==> src/rtl/tube_protect_pkg.sv <==
package tube_protect_pkg;
  typedef enum logic [1:0] {
    ZONE_NORMAL = 2'd0,
    ZONE_MID    = 2'd1,
    ZONE_HIGH   = 2'd2
  } zone_e;
endpackage

==> src/rtl/tp_majority_filter.sv <==
module tp_majority_filter #(
  parameter int unsigned DEPTH  = 4,
  parameter int unsigned HI_CNT = 3,
  parameter int unsigned LO_CNT = 1
) (
  input  logic clk_i,
  input  logic rst_ni,
  input  logic raw_i,
  output logic filt_o
);
  localparam int unsigned CW = $clog2(DEPTH + 1);

  logic [DEPTH-1:0] hist_q;
  logic [DEPTH-1:0] hist_d;
  logic [CW-1:0]    ones;

  assign hist_d = {hist_q[DEPTH-2:0], raw_i};

  always_comb begin
    ones = '0;
    for (int i = 0; i < DEPTH; i++) ones = ones + CW'(hist_d[i]);
  end

  always_ff @(posedge clk_i or negedge rst_ni) begin
    if (!rst_ni) begin
      hist_q <= '0;
      filt_o <= 1'b0;
    end else begin
      hist_q <= hist_d;
      if (ones >= CW'(HI_CNT))      filt_o <= 1'b1;
      else if (ones <= CW'(LO_CNT)) filt_o <= 1'b0;
    end
  end

  a_r2_rise_needs_majority: assert property (@(posedge clk_i) disable iff (!rst_ni)
    $rose(filt_o) |-> ($countones(hist_q) >= HI_CNT));
  a_r2_fall_needs_minority: assert property (@(posedge clk_i) disable iff (!rst_ni)
    $fell(filt_o) |-> ($countones(hist_q) <= LO_CNT));
endmodule

==> src/rtl/tp_flyback_watch.sv <==
module tp_flyback_watch (
  input  logic clk_i,
  input  logic rst_ni,
  input  logic flyback_i,
  input  logic field_start_i,
  output logic missing_o
);
  logic fb_q;
  logic seen_q;
  logic fall;

  assign fall = fb_q & ~flyback_i;

  always_ff @(posedge clk_i or negedge rst_ni) begin
    if (!rst_ni) begin
      fb_q      <= 1'b0;
      seen_q    <= 1'b0;
      missing_o <= 1'b1;
    end else begin
      fb_q <= flyback_i;
      if (field_start_i) begin
        missing_o <= ~(seen_q | fall);
        seen_q    <= 1'b0;
      end else if (fall) begin
        seen_q <= 1'b1;
      end
    end
  end

  a_r7_no_edge_blanks: assert property (@(posedge clk_i) disable iff (!rst_ni)
    (field_start_i && !seen_q && !fall) |=> missing_o);
  a_r7_edge_clears: assert property (@(posedge clk_i) disable iff (!rst_ni)
    (field_start_i && (seen_q || fall)) |=> !missing_o);
  a_r10_hold_between_fields: assert property (@(posedge clk_i) disable iff (!rst_ni)
    !field_start_i |=> $stable(missing_o));
endmodule

==> src/rtl/tp_safety_zone.sv <==
module tp_safety_zone
  import tube_protect_pkg::*;
(
  input  logic clk_i,
  input  logic rst_ni,
  input  logic lo_i,
  input  logic hi_i,
  input  logic clear_i,
  output logic blank_o,
  output logic hdrv_en_o
);
  zone_e zone;
  logic  cut_q;

  always_comb begin
    if (hi_i)      zone = ZONE_HIGH;
    else if (lo_i) zone = ZONE_MID;
    else           zone = ZONE_NORMAL;
  end

  assign blank_o   = (zone != ZONE_NORMAL);
  assign hdrv_en_o = ~cut_q;

  always_ff @(posedge clk_i or negedge rst_ni) begin
    if (!rst_ni)                             cut_q <= 1'b0;
    else if (zone == ZONE_HIGH)              cut_q <= 1'b1;
    else if (clear_i)                        cut_q <= 1'b0;
  end

  a_r5_high_cuts_drive: assert property (@(posedge clk_i) disable iff (!rst_ni)
    hi_i |=> !hdrv_en_o);
  a_r6_restore_needs_clear: assert property (@(posedge clk_i) disable iff (!rst_ni)
    $rose(hdrv_en_o) |-> ($past(clear_i) && !$past(hi_i)));
  a_r4_mid_keeps_drive: assert property (@(posedge clk_i) disable iff (!rst_ni)
    (lo_i && !hi_i && hdrv_en_o) |=> hdrv_en_o);
endmodule

==> src/rtl/tube_protect.sv <==
module tube_protect #(
  parameter int unsigned FILT_DEPTH = 4,
  parameter int unsigned FILT_HI    = 3,
  parameter int unsigned FILT_LO    = 1
) (
  input  logic clk_i,
  input  logic rst_ni,
  input  logic flyback_i,
  input  logic field_start_i,
  input  logic cmp_lo_i,
  input  logic cmp_hi_i,
  input  logic fb_shutoff_en_i,
  input  logic hdrv_clear_i,
  output logic rgb_blank_o,
  output logic hdrv_en_o
);
  localparam int unsigned NCMP = 2;

  logic [NCMP-1:0] cmp_raw;
  logic [NCMP-1:0] cmp_filt;
  logic            missing;
  logic            safety_blank;
  logic            fb_blank;
  logic            blank_d;

  assign cmp_raw = {cmp_hi_i, cmp_lo_i};

  for (genvar g = 0; g < NCMP; g++) begin : g_filt
    tp_majority_filter #(
      .DEPTH (FILT_DEPTH),
      .HI_CNT(FILT_HI),
      .LO_CNT(FILT_LO)
    ) u_filt (
      .clk_i (clk_i),
      .rst_ni(rst_ni),
      .raw_i (cmp_raw[g]),
      .filt_o(cmp_filt[g])
    );
  end

  tp_flyback_watch u_fbw (
    .clk_i        (clk_i),
    .rst_ni       (rst_ni),
    .flyback_i    (flyback_i),
    .field_start_i(field_start_i),
    .missing_o    (missing)
  );

  tp_safety_zone u_zone (
    .clk_i    (clk_i),
    .rst_ni   (rst_ni),
    .lo_i     (cmp_filt[0]),
    .hi_i     (cmp_filt[1]),
    .clear_i  (hdrv_clear_i),
    .blank_o  (safety_blank),
    .hdrv_en_o(hdrv_en_o)
  );

  assign fb_blank = fb_shutoff_en_i & flyback_i;
  assign blank_d  = missing | safety_blank | fb_blank;

  always_ff @(posedge clk_i or negedge rst_ni) begin
    if (!rst_ni) rgb_blank_o <= 1'b1;
    else         rgb_blank_o <= blank_d;
  end

  a_r8_flyback_blanks: assert property (@(posedge clk_i) disable iff (!rst_ni)
    (fb_shutoff_en_i && flyback_i) |=> rgb_blank_o);
  a_r9_missing_blanks: assert property (@(posedge clk_i) disable iff (!rst_ni)
    missing |=> rgb_blank_o);
  a_r9_clear_path: assert property (@(posedge clk_i) disable iff (!rst_ni)
    (!missing && !safety_blank && !(fb_shutoff_en_i && flyback_i)) |=> !rgb_blank_o);
  a_r3_normal_zone_silent: assert property (@(posedge clk_i) disable iff (!rst_ni)
    (cmp_filt == '0) |-> !safety_blank);
endmodule

==> config.mk <==
export PLATFORM = sky130hd
export DESIGN_NAME = tube_protect
export DESIGN_NICKNAME = d
export VERILOG_FILES = /design/src/rtl/tube_protect_pkg.sv /design/src/rtl/tp_majority_filter.sv /design/src/rtl/tp_flyback_watch.sv /design/src/rtl/tp_safety_zone.sv /design/src/rtl/tube_protect.sv
export SDC_FILE = /design/constraint.sdc
export NUM_CORES = 1
export LEC_CHECK = 0
export BUFFER_PORTS_ARGS = -buffer_cell sky130_fd_sc_hd__buf_2
export CORE_MARGIN = 2
export CORE_UTILIZATION = 38
export CTS_CLUSTER_SIZE = 16
export DETAILED_ROUTE_END_ITERATION = 7
export GPL_ROUTABILITY_DRIVEN = 0
export PLACE_DENSITY = 0.63
export SLEW_MARGIN = 20
export SYNTH_ARGS = -nofsm -noshare
export SYNTH_HDL_FRONTEND = slang
export SYNTH_SLANG_ARGS = --single-unit
==> constraint.sdc <==
create_clock -name clk_i -period 3.55 [get_ports clk_i]
set_clock_uncertainty 0.2 [all_clocks]
set_input_delay 0.8875 -clock clk_i [delete_from_list [all_inputs] [get_ports clk_i]]
set_output_delay 0.8875 -clock clk_i [all_outputs]
set_load 0.05 [all_outputs]
-- Word level (Yosys, flattened, before mapping)
Cells that the tools add are included.
W data, S select, Z words.
- register bits after elaboration: 13
- output and inout bits: 2
- word-level logic and storage cells: 43
- reduce and logical (&&, ||, !) cells: 5
- order comparisons: 4
- bitwise logic cells: 8
- add/subtract/negate cells: 6
- mux-type cells: 10
- equality and inequality tests: 1
- operator list (operator ; number):
    $reduce_bool A2 Y1 ; 5
    $mux W1 ; 9
    $add A2 B1 Y3 ; 2
    $add A3 B1 Y3 ; 2
    $ge A3 B2 Y1 const B ; 2
    $le A3 B1 Y1 const B ; 2
    $add A1 B1 Y2 ; 2
    $not A1 Y1 ; 3
    $or A1 B1 Y1 ; 3
    $and A1 B1 Y1 ; 2
    $eq A2 B2 Y1 const B ; 1
    $mux W2 ; 1

-- Logic depth before layout (Yosys ltp)
Gate-level depths: netlist of run 1.
- depth after elaboration: 6
- mapped depth: 5
- gate-level depth less buffers: 5

-- By module
From an unflattened synthesis of run 1, not the netlist that was laid out.
- cells, all modules: 44
- area total of the unflattened synthesis: 591.8 um^2
- modules (own cells, without submodules) (module ; seq. area each (um^2) ; area an instance (um^2) ; cells an instance ; instances):
    tp_majority_filter ; 100.1 ; 203.9 ; 15 ; 2
    tp_flyback_watch ; 76.3 ; 106.4 ; 8 ; 1
    tp_safety_zone ; 25.0 ; 42.5 ; 4 ; 1
    tube_protect ; 26.3 ; 35.0 ; 2 ; 1

-- Worst setup path after synthesis of run 1
Ideal clock, no wire load.
- path kind: input -> register
- start point: input port cmp_lo_i
- end point: register g_filt[0].u_filt.filt_o
- setup slack: 1.235 ns
- data required time: 3.213 ns
- data arrival time: 1.978 ns
- library setup time: 0.137 ns
- stages on the path: 5
- path through: fa_1 ha_1 ha_1 nand2_1 o221ai_1
- longest elaborated chain between the ends: 5
- ends and longest elaborated chain (what ; line ; RTL):
    from (decl) ; tube_protect.sv:10 ; input logic cmp_lo_i,
    $add A1 B1 Y2 (*) ; tp_majority_filter.sv:21 ; for (int i = 0; i < DEPTH; i++) ones = ones + CW'(hist_d[i]);
    $add A2 B1 Y3 (*) ; tp_majority_filter.sv:21 ;
    $add A3 B1 Y3 (*) ; tp_majority_filter.sv:21 ;
    $ge A3 B2 Y1 / $le A3 B1 Y1 (equally long branches) ; tp_majority_filter.sv:30, tp_majority_filter.sv:31 ;
    $mux W1 / $reduce_bool A2 Y1 (equally long branches) ; - ;
    to (signal assigned) ; tp_majority_filter.sv:27 ; filt_o <= 1'b0;
    to (signal assigned) ; tp_majority_filter.sv:30 ; if (ones >= CW'(HI_CNT)) filt_o <= 1'b1;
    to (signal assigned) ; tp_majority_filter.sv:31 ; else if (ones <= CW'(LO_CNT)) filt_o <= 1'b0;
    to (decl) ; tp_majority_filter.sv:9 ; output logic filt_o
Mark *: on every way between the ends. The rest lies on a longest branch, timed or not.
A chain may end at the register's enable or synchronous reset.

-- Worst setup path after layout of run 1
Ends and elaborated chain as after synthesis.

==> metrics.txt, run 1 <==
status=complete, no violations; Maximum Capacitance Violations=0; port bufs=9; Final Hold Fails=0; unrepaired setup endpoints after global routing=no; drt first-iter violations=4; DP HPWL=589 um; vias per std cell=4.54; post-synthesis cell area=573 um^2; Pleak=0.337 nW; Mapped Nets=61; Design Power=0.329 mW; Routed WL per cell=9.64 um; syn avg cell area=13.3 um^2; Layout Utilization=0.457; WS Path Type=input port to flip-flop; Reg area=328 um^2; vias in the first global route=321; maximum clock path buffer count=2; TritonCTS clock tree=yes; fin area=664 um^2; layout cells sized above 1=0.268; Total Wirelength=694 um; highest clock rate=452 MHz; Synth area leaders=dfrtp_1, ha_1, dfstp_2; most frequent cells in the layout=dfrtp_1, inv_1, buf_2; worst skew pair latency=0.27 ns; largest net degree at the start of global routing=14; # IOs=10; Max-slew headroom=0.818; number of instances resized during post-cts repair=0; worst-margin pin slew=0.273 ns; sequential area share after synthesis=0.572; Synth Warn #=0; H-tree depth=1; largest area contributor in the netlist=dfrtp_1; crit-path max FO=3; via count=327; top-area cell type share of the netlist area=0.480; clk slew on worst S/H paths=0.07 ns; fin worst setup slack=1.34 ns; most common cell after layout, fill and taps aside=dfrtp_1; dpl ws=1.05 ns; postcts setup bufs=0; Worst Setup End Kind=flip-flop; nets@finish=75; Die Y=42.8 um; antenna violations before repair=0; CTS Sinks=13; fraction of the cycle the final worst path needs=0.623; post-layout min period=2.21 ns; Post-Route Setup TNS=0 ns; Multi-input gate area=208 um^2; Slew Limit Fails=0; num rows=14; CP required=3.48 ns; Die W=42.8 um; first-pass GRT wire length=1.30 mm; DRC violations left=0; pwr dens=495 nW/um^2; Hold Path Class=flip-flop to flip-flop; Yosys cell types=13; Filler cells=138; dpl cell area=638 um^2; total grt overflow=0; TritonRoute pass-1 iters=3; cts bufs inserted=3; Final ANT Viol Nets=0; crit start category=input port; synthesized instance count=43; Root Driver=clkbuf_4; synth-to-layout area growth=15.9%; Final setup violation count=0; Ant. Diodes=0; #FFs+latches synth=13; Peak VDD IR=0.313 mV; Tot GR Track Use=0.104; Arr. time, crit path=2.14 ns; Initial Util=0.394; Die ar.=1830 um^2; Placeable Area=1450 um^2; CTS Hold Buffers Added=0
-- final timing paths --
check | start | to | slack [ns] | cells after the start
worst max-delay path | cmp_lo_i | g_filt[0].u_filt.filt_o | 1.34 | 6
worst min-delay path | g_filt[0].u_filt.hist_q[1] | g_filt[0].u_filt.hist_q[2] | 0.18 | 0
worst max register to register | g_filt[0].u_filt.hist_q[0] | g_filt[0].u_filt.filt_o | 1.70 | 5
worst min register to register | g_filt[0].u_filt.hist_q[1] | g_filt[0].u_filt.hist_q[2] | 0.18 | 0
max in group asynchronous | rst_ni | u_fbw.missing_o | 2.60 | 1
min in group asynchronous | rst_ni | u_fbw.fb_q | 0.28 | 1
-- state kept, by name (all words and copies together) (netlist names) --
name / cells
u_zone.cut_q: 1
u_fbw.missing_o: 1
u_fbw.seen_q: 1
rgb_blank_o: 1
g_filt.u_filt.filt_o: 2
u_fbw.fb_q: 1
g_filt.u_filt.hist_q: 6
-- stage by stage --
stage	hold slack (ns)	instances
floorplan	0.160	43
global placement	0.173	68
detailed placement	0.179	68
CTS	0.186	72
global route	0.195	72
finish	0.178	72
-- report_power, final --
| part | leakage [nW] | switching, mW | internal [mW] |
|---|---|---|---|
| Sequential | 0.149 | 0.00792 | 0.168 |
| Combinational | 0.173 | 0.0428 | 0.0245 |
| Clock | 0.0150 | 0.0419 | 0.0435 |
| Total | 0.337 | 0.0926 | 0.236 |
-- routing by layer --
layer | wire (um) | vias to the layer above | GRT usage
met2 | 319 | 13 | 0.152
met1 | 297 | 152 | 0.115
met3 | 77 | 0 | 0.0766
met4 | 0 | 0 | 0.0375
li1 | - | 162 | -
met5 | 0 | - | 0
-- layout make-up --
cell class                 count  share of cell area
multi-input combinational     20               0.313
tap                           16              0.0301
inverter                      10              0.0565
timing repair buffer           9              0.0678
sequential                    13               0.493
clock buffer                   4              0.0395
-- synth_stat cells --
master    count
a31o_2        1
inv_1        10
nor2b_1       1
fa_1          2
o221ai_1      2
a21oi_1       1
o21ai_0       1
dfrtp_1      11
a2111o_1      1
nand2_1       2
ha_1          8
dfstp_2       2
nand2b_1      1
-- worst max-delay path: stages --
cell      delay, ns
buf_2          0.12
fa_1           0.46
ha_1           0.23
ha_1           0.28
nand2_1        0.06
o221ai_1       0.11
-- cells by family after synthesis --
family,Yosys count,share of synthesized area
flip-flops,13,0.572
buffers and inverters,10,0.0655
adder cells (fa/ha/maj),10,0.245
AO/OA/AOI/OAI,6,0.0830
AND/OR/NAND/NOR,4,0.0350
(Power assumes the default switching activity.)
==> run 2: changes to the inputs <==
==> constraint.sdc (replaced) <==
create_clock -name clk_i -period 2.2 [get_ports clk_i]
set_clock_uncertainty 0.2 [all_clocks]
set_input_delay 0.55 -clock clk_i [delete_from_list [all_inputs] [get_ports clk_i]]
set_output_delay 0.55 -clock clk_i [all_outputs]
set_load 0.05 [all_outputs]
==> metrics.txt, run 2 (synthesis gave the netlist of run 1 again) <==
Hold Path Origin=g_filt[0].u_filt.hist_q[1]; Die ar.=1830 um^2; Maximum Capacitance Violations=0; Pleak=0.341 nW; first-pass GRT wire length=1.33 mm; Hold Path Class=flip-flop to flip-flop; TritonCTS clock tree=yes; vias per std cell=4.78; cts bufs inserted=3; Initial Util=0.394; most common cell after layout, fill and taps aside=dfrtp_1; dpl ws=0.0460 ns; Placeable Area=1450 um^2; unrepaired setup endpoints after global routing=no; num rows=14; port bufs=9; Arr. time, crit path=1.81 ns; Die W=42.8 um; highest clock rate=539 MHz; Peak VDD IR=0.366 mV; maximum clock path buffer count=2; synth-to-layout area growth=17.7%; Worst Reg-to-Reg Cells=5; Top reg by flops=g_filt.u_filt.hist_q; worst-margin pin slew=0.294 ns; Final setup violation count=0; launch point of the worst reg-to-reg path=g_filt[0].u_filt.hist_q[0]; H-tree depth=1; Total Wirelength=724 um; Die Y=42.8 um; layout cells sized above 1=0.263; Post-Route Setup TNS=0 ns; R2R Path End=g_filt[0].u_filt.filt_o; Worst Setup End Kind=flip-flop; post-layout min period=1.86 ns; antenna violations before repair=0; Layout Utilization=0.464; WS Path Type=input port to flip-flop; via count=349; Final Hold Fails=0; total grt overflow=0; Final ANT Viol Nets=0; Setup crit end=g_filt[0].u_filt.filt_o; number of instances resized during post-cts repair=0; worst skew pair latency=0.27 ns; CP required=2.15 ns; TritonRoute pass-1 iters=2; Routed WL per cell=9.92 um; reg-to-reg slack, setup=0.36 ns; status=complete, no violations; fin worst setup slack=0.344 ns; most frequent cells in the layout=dfrtp_1, inv_1, buf_2; pwr dens=793 nW/um^2; Root Driver=clkbuf_4; DRC violations left=0; nets@finish=76; Ant. Diodes=0; Setup crit start=cmp_lo_i; # IOs=10; Slew Limit Fails=0; crit start category=input port; crit-path max FO=3; largest net degree at the start of global routing=14; top flop regs=g_filt.u_filt.hist_q (6), g_filt.u_filt.filt_o (2); Max-slew headroom=0.804; drt first-iter violations=4; vias in the first global route=343; fraction of the cycle the final worst path needs=0.844; max FFs per register=6; Tot GR Track Use=0.102; clk slew on worst S/H paths=0.07 ns; DP HPWL=581 um; CTS Sinks=13
==> run 2: cell types whose count changed in the layout (fill, tap and decap cells not counted) <==
cell | previous run | this run
dlygate4sd3_1 | 0 | 1
==> run 2: cell type report <==
cell class	count	area [um^2]
Sequential cell	13	328
Clock buffer	4	26.3
Fill cell	139	779
Tap cell	16	20.0
Inverter	10	37.5
Timing Repair Buffer	10	55.1
Multi-Input combinational cell	20	208
==> run 2: where the power goes <==
part / internal [mW] / switching, mW
combinational: 0.0408 / 0.0703
sequential: 0.272 / 0.0120
clock: 0.0703 / 0.0698
total: 0.383 / 0.152
==> run 2: worst min-delay path by stage <==
stage / endpoint / slack [ns] / cells past startpoint
6_report: g_filt[0].u_filt.hist_q[2] / 0.20 / 0
5_1_grt: u_fbw.fb_q / 0.19 / 1
4_1_cts: u_fbw.fb_q / 0.20 / 1
3_5_place_dp: g_filt[0].u_filt.hist_q[2] / 0.19 / 0
3_3_place_gp: g_filt[1].u_filt.hist_q[2] / 0.19 / 0
2_1_floorplan: g_filt[0].u_filt.filt_o / 0.05 / 0
==> run 2: critical path: stages <==
cell and delay [ns]:
buf_2 0.11, fa_1 0.47, ha_1 0.23, ha_1 0.28, nand2_1 0.06, o221ai_1 0.10
==> run 2: per-layer routing <==
layer,part of all wire,wire length (um),vias to the layer above,GRT usage
met4,0,0,0,0.0188
met2,0.45,325,12,0.170
li1,-,-,166,-
met3,0.10,74,0,0.0681
met1,0.45,324,171,0.108
met5,0,0,-,0
==> run 2: repair_timing <==
item                                   4_1_cts  5_1_grt
hold buffers                                 1        0
buffers inserted                             0        0
endpoints found under the hold margin       11        0
setup endpoints to repair                    0        0
==> run 2: per-stage QoR <==
stage / std cells / total power [mW] / instance area, um^2 / hold slack [ns]
2_1_floorplan: 43 / 0.367 / 573 / 0.0544
3_3_place_gp: 68 / 0.398 / 638 / 0.189
3_5_place_dp: 68 / 0.401 / 638 / 0.191
4_1_cts: 73 / 0.546 / 674 / 0.204
5_1_grt: 73 / 0.575 / 674 / 0.192
6_report: 73 / 0.535 / 674 / 0.199
